==> src/rtl/dch_pkg.sv <==
package dch_pkg;
    typedef enum logic [2:0] {
        S_IDLE,
        S_GRANT,
        S_CNT,
        S_ADR,
        S_DIN,
        S_DOUT,
        S_SETL
    } dch_state_e;
endpackage

==> src/rtl/dch_prio_arb.sv <==
module dch_prio_arb #(
    parameter int N  = 4,
    parameter int IW = 2
) (
    input  logic [N-1:0]  req,
    output logic          any,
    output logic [IW-1:0] win
);
    always_comb begin
        any = |req;
        win = '0;
        for (int i = N - 1; i >= 0; i--) begin
            if (req[i]) win = IW'(i);
        end
    end
endmodule

==> src/rtl/dch_wrap_inc.sv <==
module dch_wrap_inc #(
    parameter int W   = 18,
    parameter int LOW = 18
) (
    input  logic [W-1:0] val,
    output logic [W-1:0] nxt
);
    generate
        if (LOW >= W) begin : g_full
            assign nxt = val + W'(1);
        end else begin : g_part
            logic [LOW-1:0] lo;
            assign lo  = val[LOW-1:0] + LOW'(1);
            assign nxt = {val[W-1:LOW], lo};
        end
    endgenerate
endmodule

==> src/rtl/dch_block_channel.sv <==
module dch_block_channel
    import dch_pkg::*;
#(
    parameter int NCH = 4,
    parameter int DW  = 18,
    parameter int AW  = 15
) (
    input  logic           clk,
    input  logic           rst_n,
    input  logic [NCH-1:0] dev_req,
    output logic [NCH-1:0] dev_gnt,
    input  logic [AW-1:0]  dev_ptr,
    input  logic           dev_in,
    input  logic [DW-1:0]  dev_wdata,
    output logic [NCH-1:0] dev_wack,
    output logic [DW-1:0]  dev_rdata,
    output logic [NCH-1:0] dev_rstb,
    output logic [NCH-1:0] dev_ovf,
    output logic [NCH-1:0] done_irq,
    output logic           mem_req,
    output logic           mem_we,
    output logic           mem_rmw,
    output logic [AW-1:0]  mem_addr,
    output logic [DW-1:0]  mem_wdata,
    input  logic           mem_gnt,
    input  logic [DW-1:0]  mem_rdata
);
    localparam int CHW = (NCH > 1) ? $clog2(NCH) : 1;

    typedef struct packed {
        dch_state_e     st;
        logic [CHW-1:0] ch;
        logic [AW-1:0]  stor;   // packet pointer, then data address
        logic           dir_in;
        logic           last;   // count wrapped to zero on this word
        logic [DW-1:0]  data;
    } ctl_t;

    ctl_t r_q, r_d;

    logic           arb_any;
    logic [CHW-1:0] arb_win;
    logic [DW-1:0]  cnt_inc;
    logic [DW-1:0]  adr_inc;
    logic [AW-1:0]  ptr_inc;

    dch_prio_arb #(.N(NCH), .IW(CHW)) u_arb (
        .req (dev_req),
        .any (arb_any),
        .win (arb_win)
    );

    dch_wrap_inc #(.W(DW), .LOW(DW)) u_cnt_inc (.val(mem_rdata), .nxt(cnt_inc));
    dch_wrap_inc #(.W(DW), .LOW(AW)) u_adr_inc (.val(mem_rdata), .nxt(adr_inc));
    dch_wrap_inc #(.W(AW), .LOW(AW)) u_ptr_inc (.val(r_q.stor), .nxt(ptr_inc));

    assign dev_rdata = r_q.data;

    always_comb begin
        r_d       = r_q;
        dev_gnt   = '0;
        dev_wack  = '0;
        dev_rstb  = '0;
        dev_ovf   = '0;
        done_irq  = '0;
        mem_req   = 1'b0;
        mem_we    = 1'b0;
        mem_rmw   = 1'b0;
        mem_addr  = r_q.stor;
        mem_wdata = '0;
        case (r_q.st)
            S_IDLE: begin
                if (arb_any) begin
                    r_d.ch = arb_win;
                    r_d.st = S_GRANT;
                end
            end
            S_GRANT: begin
                dev_gnt[r_q.ch] = 1'b1;
                r_d.stor   = dev_ptr;       // loaded straight, no increment
                r_d.dir_in = dev_in;
                r_d.last   = 1'b0;
                r_d.st     = S_CNT;
            end
            S_CNT: begin
                mem_req   = 1'b1;
                mem_rmw   = 1'b1;
                mem_wdata = cnt_inc;
                if (mem_gnt) begin
                    r_d.last = (cnt_inc == '0);
                    r_d.st   = S_ADR;
                end
            end
            S_ADR: begin
                mem_req   = 1'b1;
                mem_rmw   = 1'b1;
                mem_addr  = ptr_inc;
                mem_wdata = adr_inc;
                if (mem_gnt) begin
                    r_d.stor = adr_inc[AW-1:0];
                    r_d.st   = r_q.dir_in ? S_DIN : S_DOUT;
                end
            end
            S_DIN: begin
                mem_req   = 1'b1;
                mem_we    = 1'b1;
                mem_wdata = dev_wdata;
                if (mem_gnt) begin
                    dev_wack[r_q.ch] = 1'b1;
                    dev_ovf[r_q.ch]  = r_q.last;
                    done_irq[r_q.ch] = r_q.last;
                    r_d.st           = S_IDLE;
                end
            end
            S_DOUT: begin
                mem_req = 1'b1;
                if (mem_gnt) begin
                    r_d.data = mem_rdata;
                    r_d.st   = S_SETL;
                end
            end
            S_SETL: begin
                dev_rstb[r_q.ch] = 1'b1;
                dev_ovf[r_q.ch]  = r_q.last;
                done_irq[r_q.ch] = r_q.last;
                r_d.st           = S_IDLE;
            end
            default: r_d.st = S_IDLE;
        endcase
    end

    always_ff @(posedge clk) begin
        if (!rst_n) begin
            r_q <= '{st: S_IDLE, default: '0};
        end else begin
            r_q <= r_d;
        end
    end

    a_r2_single_grant: assert property (@(posedge clk) disable iff (!rst_n)
        $onehot0(dev_gnt));

    a_r2_grant_to_requester: assert property (@(posedge clk) disable iff (!rst_n)
        (|dev_gnt) |-> (|(dev_gnt & dev_req)));

    a_r9_request_held: assert property (@(posedge clk) disable iff (!rst_n)
        (mem_req && !mem_gnt) |=> (mem_req && $stable(mem_addr)
                                   && $stable(mem_we) && $stable(mem_rmw)));

    a_r8_kind_exclusive: assert property (@(posedge clk) disable iff (!rst_n)
        mem_req |-> !(mem_we && mem_rmw));

    a_r5_ack_on_write: assert property (@(posedge clk) disable iff (!rst_n)
        (|dev_wack) |-> (mem_req && mem_gnt && mem_we));

    a_r6_strobe_after_read: assert property (@(posedge clk) disable iff (!rst_n)
        (|dev_rstb) |-> $past(mem_req && mem_gnt && !mem_we && !mem_rmw));

    a_r7_overflow_on_final: assert property (@(posedge clk) disable iff (!rst_n)
        (|dev_ovf) |-> ((|(dev_ovf & dev_wack)) || (|(dev_ovf & dev_rstb))));
endmodule

==> config.mk <==
export PLATFORM = sky130hd
export DESIGN_NAME = dch_block_channel
export DESIGN_NICKNAME = d
export VERILOG_FILES = /design/src/rtl/dch_pkg.sv /design/src/rtl/dch_prio_arb.sv /design/src/rtl/dch_wrap_inc.sv /design/src/rtl/dch_block_channel.sv
export SDC_FILE = /design/constraint.sdc
export NUM_CORES = 1
export LEC_CHECK = 0
export BUFFER_PORTS_ARGS = -buffer_cell sky130_fd_sc_hd__buf_2
export CORE_MARGIN = 2
export CORE_UTILIZATION = 30
export CTS_CLUSTER_SIZE = 20
export DETAILED_ROUTE_END_ITERATION = 6
export PLACE_DENSITY = 0.67
export SLEW_MARGIN = 20
export SYNTH_ARGS = -nofsm -noshare
export SYNTH_HDL_FRONTEND = slang
export SYNTH_SLANG_ARGS = --single-unit
==> constraint.sdc <==
create_clock -name clk -period 3.4 [get_ports clk]
set_clock_uncertainty 0.1 [all_clocks]
set_input_delay 0.34 -clock clk [delete_from_list [all_inputs] [get_ports clk]]
set_output_delay 0.34 -clock clk [all_outputs]
set_load 0.03 [all_outputs]
==> results.yml, run 1 <==
logic_synthesis:
  yosysWarnings: 0
  synth_top_area_share_pct: 27.03
  synth_cell_types: 51
  synth_edf_count: 0
  synth_seq_area_share_pct: 27.03
  synthesis.nets: 484
  synth_area_leaders: "dfxtp_1 27%, nand2_1 12%, a21oi_1 6.4%"
  syn_area_um2: 2963
  syn_avg_cell_area_um2: 7.021
  syn_inst: 422
  synthArstFlopShare_pct: 0
  ys.flop_type: "dfxtp_1"
  ys_seq_elements: 40
  synth.largest_area_cell: "dfxtp_1"
setup_path:
  end_kind: "primary output"
  crit_family: "simple AND/OR/NAND/NOR gates"
  required_ns: 2.96
  worst_path_max_delay_cell: "dfxtp_1"
  worstPathBufferInverterCount: 1
  crit_fanout: 12
  path_cells: "and3b_1 -> and4_1 -> nand3_1 -> nor2_1 -> xor2_1 -> buf_2"
  start_kind: "register"
  cp.arrival_ns: 2.29
  worst_path_largest_cell_delay_ns: 0.52
  criticalPathCategory: "register to primary output"
pwr:
  clkPwrFrac_pct: 24.9
  seqPwrFrac_pct: 40.0
  switchingPower_uw: 542.9
  p_sw_share_pct: 39.66
  p_leak_uw: 0.001619
  ir_worst_vdd_v: 0.0001475
  share_comb_of_total_power_pct: 35.1
  cellPowerDensity_nw_per_um2: 377.1
  p_int_uw: 826.0
clock_network:
  clock_path_buffers: 2
  cts_resized: 0
  cts_sinks: 40
  clk_pin_slew_ns: 0.08
  post_cts_buffers: 0
  root_buffer: "clkbuf_8"
  cts_hold_buf: 0
  numCtsBuffers: 5
  tritoncts: "done"
  insertion_delay_ns: 0.30
  htreeDepth: 2
global_routing:
  overflow: 0
  antenna_found_initial: 0
  grt_use_total_pct: 17.23
  grt_first_pass_wirelength_um: 14460
  grt_max_degree: 37
  grt_pass1_vias: 2959
floorplan:
  dieArea_um2: 10690
  io_pins: 133
  rows: 36
  core_um2: 9684
  die_h_um: 103.4
  die_w_um: 103.4
  start_util_pct: 30.59
timing:
  max_slew_margin_pct: 32.41
  fin_hold_ws_ns: 0.1733
  tightest_slew_ns: 1.008
  slew_violations: 0
  fin_crit_sh_pct: 80.27
  period_needed_ns: 2.729
  setup_tns_ns: 0
  rsz0062_at_grt: "false"
  setup_viol: 0
  hold_viol_final: 0
  max_freq_mhz: 366.4
placed_design:
  dpl.cell_count: 643
  gp_congestion: 0.9145
  dp_hpwl_um: 7487
  placed_area_um2: 3536
  io_buffers: 132
layout:
  antenna_cells: 0
  finalInstanceArea_um2: 3630
  final_cell_mix: "132 x buf_2, 92 x nand2_1, 40 x dfxtp_1"
  drive_gt1_share_pct: 29.54
  syn2layout_area_growth_pct: 22.51
  fin_nets: 579
  fin_cells: 651
  final_common_cell: "buf_2"
routing:
  via_per_inst: 5.015
  drt_first_pass_iters: 5
  wl_met3_um: 592
  final_antenna_net_count: 0
  drc: 0
  drtIter0Drc: 196
  vias: 3265
  wl_um: 9526
  dr.max_layer_used: "met4"
  wl_met2_um: 4382
  post_drt_wl_per_cell_um: 14.63
  wl_met1_um: 4258
run:
  cap_violations: 0
worst_hold_path:
  hp-class: "input pin to register"
run_status:
  status: "finished clean"
==> Yosys cell counts, types with 5 or more instances <==
library cell,number
nor2_1,38
inv_1,9
buf_2,17
xor2_1,14
clkbuf_1,7
nand3_1,17
xnor2_1,19
and4_1,5
o21ai_0,22
a211oi_1,6
buf_4,22
a21oi_1,38
nand4_1,5
nor3_1,7
a211o_1,8
nand2_1,92
dfxtp_1,40
==> worst reg2reg max path, delay by kind of cell, from the launching register on <==
kind	cells	cell delay (ns)
simple gates	3	0.85
buf+inv	1	0.31
flops	1	0.52
compound gates	1	0.14
==> routing by layer <==
layer	vias up	global-route usage, %
li1	1612	-
met1	1473	22.61
met2	150	28.19
met3	30	2.688
met4	0	7.085
met5	-	0
==> cell type report <==
type                            instances  area, um^2
Clock buffer                            7       86.33
Multi-Input combinational cell        324        1841
Inverter                               10       37.54
Clock inverter                          1       7.507
Tap cell                              133       166.4
Sequential cell                        40       800.8
Fill cell                            1038        6055
Timing Repair Buffer                  136       690.7
==> sequential cells by signal, summed over array words and instances (netlist names) <==
register	count
r_q	22
dev_rdata	18
==> per-stage QoR <==
| step | worst slack [ns] | utilization [%] | total power [uW] |
|---|---|---|---|
| 6_report | 0.6709 | 37.48 | 1369 |
| 5_1_grt | 0.4544 | 37.48 | 1448 |
| 4_1_cts | 0.6738 | 37.48 | 1375 |
| 3_5_place_dp | 0.9387 | 36.51 | 1035 |
| 3_3_place_gp | 1.008 | 36.51 | 1025 |
| 2_1_floorplan | 0.3846 | - | 881.3 |
==> power groups by stage <==
stage	clock, uW	combinational, uW	sequential (uW)
after CTS	350	479	546
after detailed placement	0	477	557
after global placement	0	470	555
after floorplan	0	343	538
final	341	480	548
after global routing	371	523	554
==> worst paths after layout <==
kind | endpoint | startpoint | depth (start not counted) | slack [ns]
setup / recovery | mem_addr[12] | r_q[37] | 6 | 0.67
setup reg to reg | r_q[22] | r_q[37] | 5 | 1.40
hold / removal | r_q[19] | dev_in | 3 | 0.17
hold reg to reg | dev_rdata[10] | dev_rdata[10] | 2 | 0.36
==> logic make-up after synthesis <==
group / share of synthesized area, %
compound gates: 19.85
mux: 1.056
xor+xnor: 9.755
flops: 27.03
fa+ha+maj: 1.267
buf+inv: 10.89
simple gates: 30.15
(Power assumes the default switching activity.)
==> run 2, diff against run 1 <==
PLACE_DENSITY = 0.69   (was 0.67)
clock period = 2.5 ns   (was 3.4 ns; I/O delays follow)
==> results.yml, run 2 (synthesis results as in run 1) <==
timing:
  max_freq_mhz: 432.3
  setup_tns_ns: 0
  tightest_slew_ns: 0.7689
  setup_viol: 0
  slew_violations: 0
  max_slew_margin_pct: 48.74
  rsz0062_at_grt: "false"
  period_needed_ns: 2.313
  hold_viol_final: 0
  fin_crit_sh_pct: 92.53
routing:
  via_per_inst: 4.970
  drt_first_pass_iters: 4
  vias: 3260
  drc: 0
  post_drt_wl_per_cell_um: 13.99
  drtIter0Drc: 187
  final_antenna_net_count: 0
  wl_um: 9177
layout:
  fin_nets: 584
  antenna_cells: 0
  top_register: "r_q"
  final_cell_mix: "130 x buf_2, 92 x nand2_1, 38 x nor2_1, 38 x a21oi_1, 38 x dfxtp_1"
  largest_register_ffs: 22
  final_common_cell: "buf_2"
  syn2layout_area_growth_pct: 25.46
  drive_gt1_share_pct: 31.55
setup_path:
  end_kind: "primary output"
  criticalPathCategory: "register to primary output"
  crit_fanout: 9
  required_ns: 2.15
  worst_path_largest_cell_delay_ns: 0.34
  path_cells: "buf_4 -> and3b_2 -> and4_1 -> and2_1 -> nand3_1 -> xnor2_1 -> clkbuf_4"
  r2r_cells: 4
  worst_path_max_delay_cell: "dfxtp_1"
  cp.arrival_ns: 1.96
  start_kind: "register"
floorplan:
  dieArea_um2: 10690
  rows: 36
  core_um2: 9684
  io_pins: 133
  start_util_pct: 30.59
  die_w_um: 103.4
  die_h_um: 103.4
pwr:
  power.total_uw: 1946
  ir_worst_vdd_v: 0.0001841
  p_leak_uw: 0.001654
  cellPowerDensity_nw_per_um2: 523.4
clock_network:
  numCtsBuffers: 5
  tritoncts: "done"
  cts_sinks: 40
  insertion_delay_ns: 0.29
  root_buffer: "clkbuf_8"
  htreeDepth: 2
  clock_path_buffers: 2
  clk_pin_slew_ns: 0.08
  cts_hold_buf: 0
global_routing:
  grt_first_pass_wirelength_um: 14050
  grt_use_total_pct: 16.73
  antenna_found_initial: 0
  grt_pass1_vias: 2956
  overflow: 0
  grt_max_degree: 23
placed_design:
  dp_hpwl_um: 7348
  gp_congestion: 0.9197
  io_buffers: 132
run:
  cap_violations: 0
worst_hold_path:
  hold_depth: 3
  hp-class: "input pin to register"
run_status:
  status: "finished clean"
## run 2: cell count changes in the layout (fill, tap and decap cells not counted), moves of 2 or more
cell and delta:
buf_2 -2, dfxtp_1 -2, buf_4 +5, dfxtp_2 +2, clkbuf_4 +2
## run 2: path summary, 6_finish.rpt
kind	start	end	slack, ns
setup / recovery	r_q[38]	mem_addr[13]	0.19
setup reg to reg	r_q[37]	r_q[22]	0.72
hold reg to reg	dev_rdata[9]	dev_rdata[9]	0.36
hold / removal	dev_in	r_q[19]	0.1
## run 2: worst max-delay path: cells and delay by family (launching register included)
family	cells	cell delay, ns
and+or+nand+nor	4	0.82
xor gates and xnor gates	1	0.15
DFF	1	0.34
buffers and inverters	2	0.37
## run 2: what timing repair did
item / CTS / global route
resized for setup: 0 / 8
setup endpoints to repair: 0 / 12
setup buffers: 0 / 0
## run 2: layer usage
metal	up-vias	part of all wire, %	GRT usage, %	routed length, um
li1	1627	-	-	-
met1	1512	47	21.97	4286
met4	0	1.7	5.263	154
met3	12	5.3	3.024	484
met5	-	0	0	0
met2	109	46	27.84	4251
## run 2: final cells by class
type,count,area [um^2]
clock buffer,5,68.82
clock inverter,3,42.54
fill,996,5967
inverter,10,37.54
multi-input combinational,324,1866
sequential,40,803.3
tap,133,166.4
timing repair buffer,141,733.2
## run 2: where the power goes
part / switching [uW] / total (uW) / internal [uW] / leakage, uW
sequential: 59.3 / 743 / 683 / 0.000326
combinational: 441 / 673 / 232 / 0.00127
clock: 235 / 530 / 295 / 0.0000541
## run 2: stage by stage
stage | cell area (um^2) | setup slack, ns | instances | hold slack [ns] | utilization, %
floorplan | 2969 | 0.03480 | 422 | 0.2661 | -
global placement | 3578 | 0.2737 | 648 | 0.3408 | 36.95
detailed placement | 3582 | 0.2185 | 648 | 0.3490 | 36.99
CTS | 3694 | 0.03005 | 656 | 0.08588 | 38.14
global route | 3717 | 0.003937 | 656 | 0.1045 | 38.39
finish | 3717 | 0.1867 | 656 | 0.09617 | 38.39
==> run 3, diff against run 2 <==
PLACE_DENSITY = 0.6   (was 0.69)
==> results.yml, run 3 (synthesis results as in run 1) <==
floorplan:
  io_pins: 133
  die_h_um: 103.4
  start_util_pct: 30.59
  die_w_um: 103.4
  rows: 36
  core_um2: 9684
  dieArea_um2: 10690
run:
  cap_violations: 0
routing:
  wl_met2_um: 4379
  vias: 3212
  final_antenna_net_count: 0
  drtIter0Drc: 127
  post_drt_wl_per_cell_um: 14.21
  wl_um: 9339
  wl_met1_um: 4403
  drt_first_pass_iters: 4
  drc: 0
  via_per_inst: 4.889
  wl_met3_um: 457
  dr.max_layer_used: "met4"
timing:
  hold_viol_final: 0
  tightest_slew_ns: 0.4279
  max_freq_mhz: 416.5
  rsz0062_at_grt: "false"
  max_slew_margin_pct: 70.74
  fin_crit_sh_pct: 96.05
  fin_ws_ns: 0.09884
  setup_tns_ns: 0
  slew_violations: 0
  fin_hold_ws_ns: 0.08553
  period_needed_ns: 2.401
  setup_viol: 0
clock_network:
  cts_resized: 0
  htreeDepth: 2
  cts_hold_buf: 0
  insertion_delay_ns: 0.29
  post_cts_buffers: 0
  numCtsBuffers: 5
  cts_sinks: 40
  tritoncts: "done"
  root_buffer: "clkbuf_8"
  clock_path_buffers: 2
  clk_pin_slew_ns: 0.08
global_routing:
  overflow: 0
  grt_use_total_pct: 16.97
  grt_max_degree: 27
  antenna_found_initial: 0
  grt_first_pass_wirelength_um: 14130
  grt_pass1_vias: 2812
layout:
  largest_register_ffs: 22
  top_register: "r_q"
  syn2layout_area_growth_pct: 25.34
  fin_util_pct: 38.35
  antenna_cells: 0
  final_common_cell: "buf_2"
  regArea_um2: 802.0
  multi_input_area_um2: 1862
  filler_cell_count: 1033
  drive_gt1_share_pct: 31.11
  final_cell_mix: "131 x buf_2, 91 x nand2_1, 39 x dfxtp_1"
  finalInstanceArea_um2: 3714
  fin_nets: 585
setup_path:
  cp.arrival_ns: 2.05
  crit_fanout: 10
  r2r_cells: 6
  reg2reg_slack_ns: 0.70
  rr_startpoint: "r_q[37]"
  path_cells: "nand2_1 -> nor2_1 -> nand2_2 -> a2111oi_4 -> buf_2"
  worst_path_max_delay_cell: "dfxtp_1"
  crit_family: "simple AND/OR/NAND/NOR gates"
  required_ns: 2.15
  end_kind: "primary output"
  endpoint: "dev_ovf[0]"
  criticalPathCategory: "register to primary output"
  worstPathBufferInverterCount: 1
  worst_path_largest_cell_delay_ns: 0.51
  start_kind: "register"
  path_depth: 5
  worstReg2RegEnd: "r_q[18]"
  startpoint: "r_q[39]"
placed_design:
  placed_area_um2: 3586
  dp_hpwl_um: 7637
  pre_cts_ws_ns: 0.2086
  gp_congestion: 0.9407
  io_buffers: 132
worst_hold_path:
  hp-class: "input pin to register"
pwr:
  p_leak_uw: 0.001659
  ir_worst_vdd_v: 0.0002147
  cellPowerDensity_nw_per_um2: 523.4
run_status:
  status: "finished clean"
## run 3: tightest hold or removal path: cells and delay by family
kind | cells | cell delay (ns)
buffers and inverters | 1 | 0.07
muxes | 1 | 0.05
and+or+nand+nor | 1 | 0.07
## run 3: worst min-delay path by stage
| stage | slack (ns) | end | cells after the start | startpoint |
|---|---|---|---|---|
| 2_1_floorplan | 0.27 | r_q[35] | 2 | rst_n |
| 3_3_place_gp | 0.34 | dev_rdata[3] | 2 | dev_rdata[3] |
| 3_5_place_dp | 0.35 | dev_rdata[2] | 2 | dev_rdata[2] |
| 4_1_cts | 0.09 | r_q[19] | 3 | dev_in |
| 5_1_grt | 0.1 | r_q[19] | 3 | dev_in |
| 6_report | 0.09 | r_q[19] | 3 | dev_in |
## run 3: routing by layer
metal	up-vias	track usage, %
met5	-	0
met4	0	3.947
met3	8	2.688
met2	99	28.39
met1	1476	22.93
li1	1629	-
## run 3: report_power, final
| part | internal [uW] | switching (uW) |
|---|---|---|
| logic | 231 | 441 |
| clock network | 296 | 233 |
| registers | 683 | 59.0 |
## run 3: per-stage QoR
stage	total power, uW	std cells
floorplan	1200	422
global placement	1418	649
detailed placement	1426	649
CTS	1961	657
global route	2061	657
finish	1944	657
## run 3: area by class of cell
type / instances / share of cell area [%]
sequential: 40 / 21.60
clock buffer: 6 / 1.954
timing repair buffer: 142 / 19.88
inverter: 10 / 1.011
clock inverter: 2 / 0.9434
multi-input combinational: 324 / 50.13
tap: 133 / 4.481
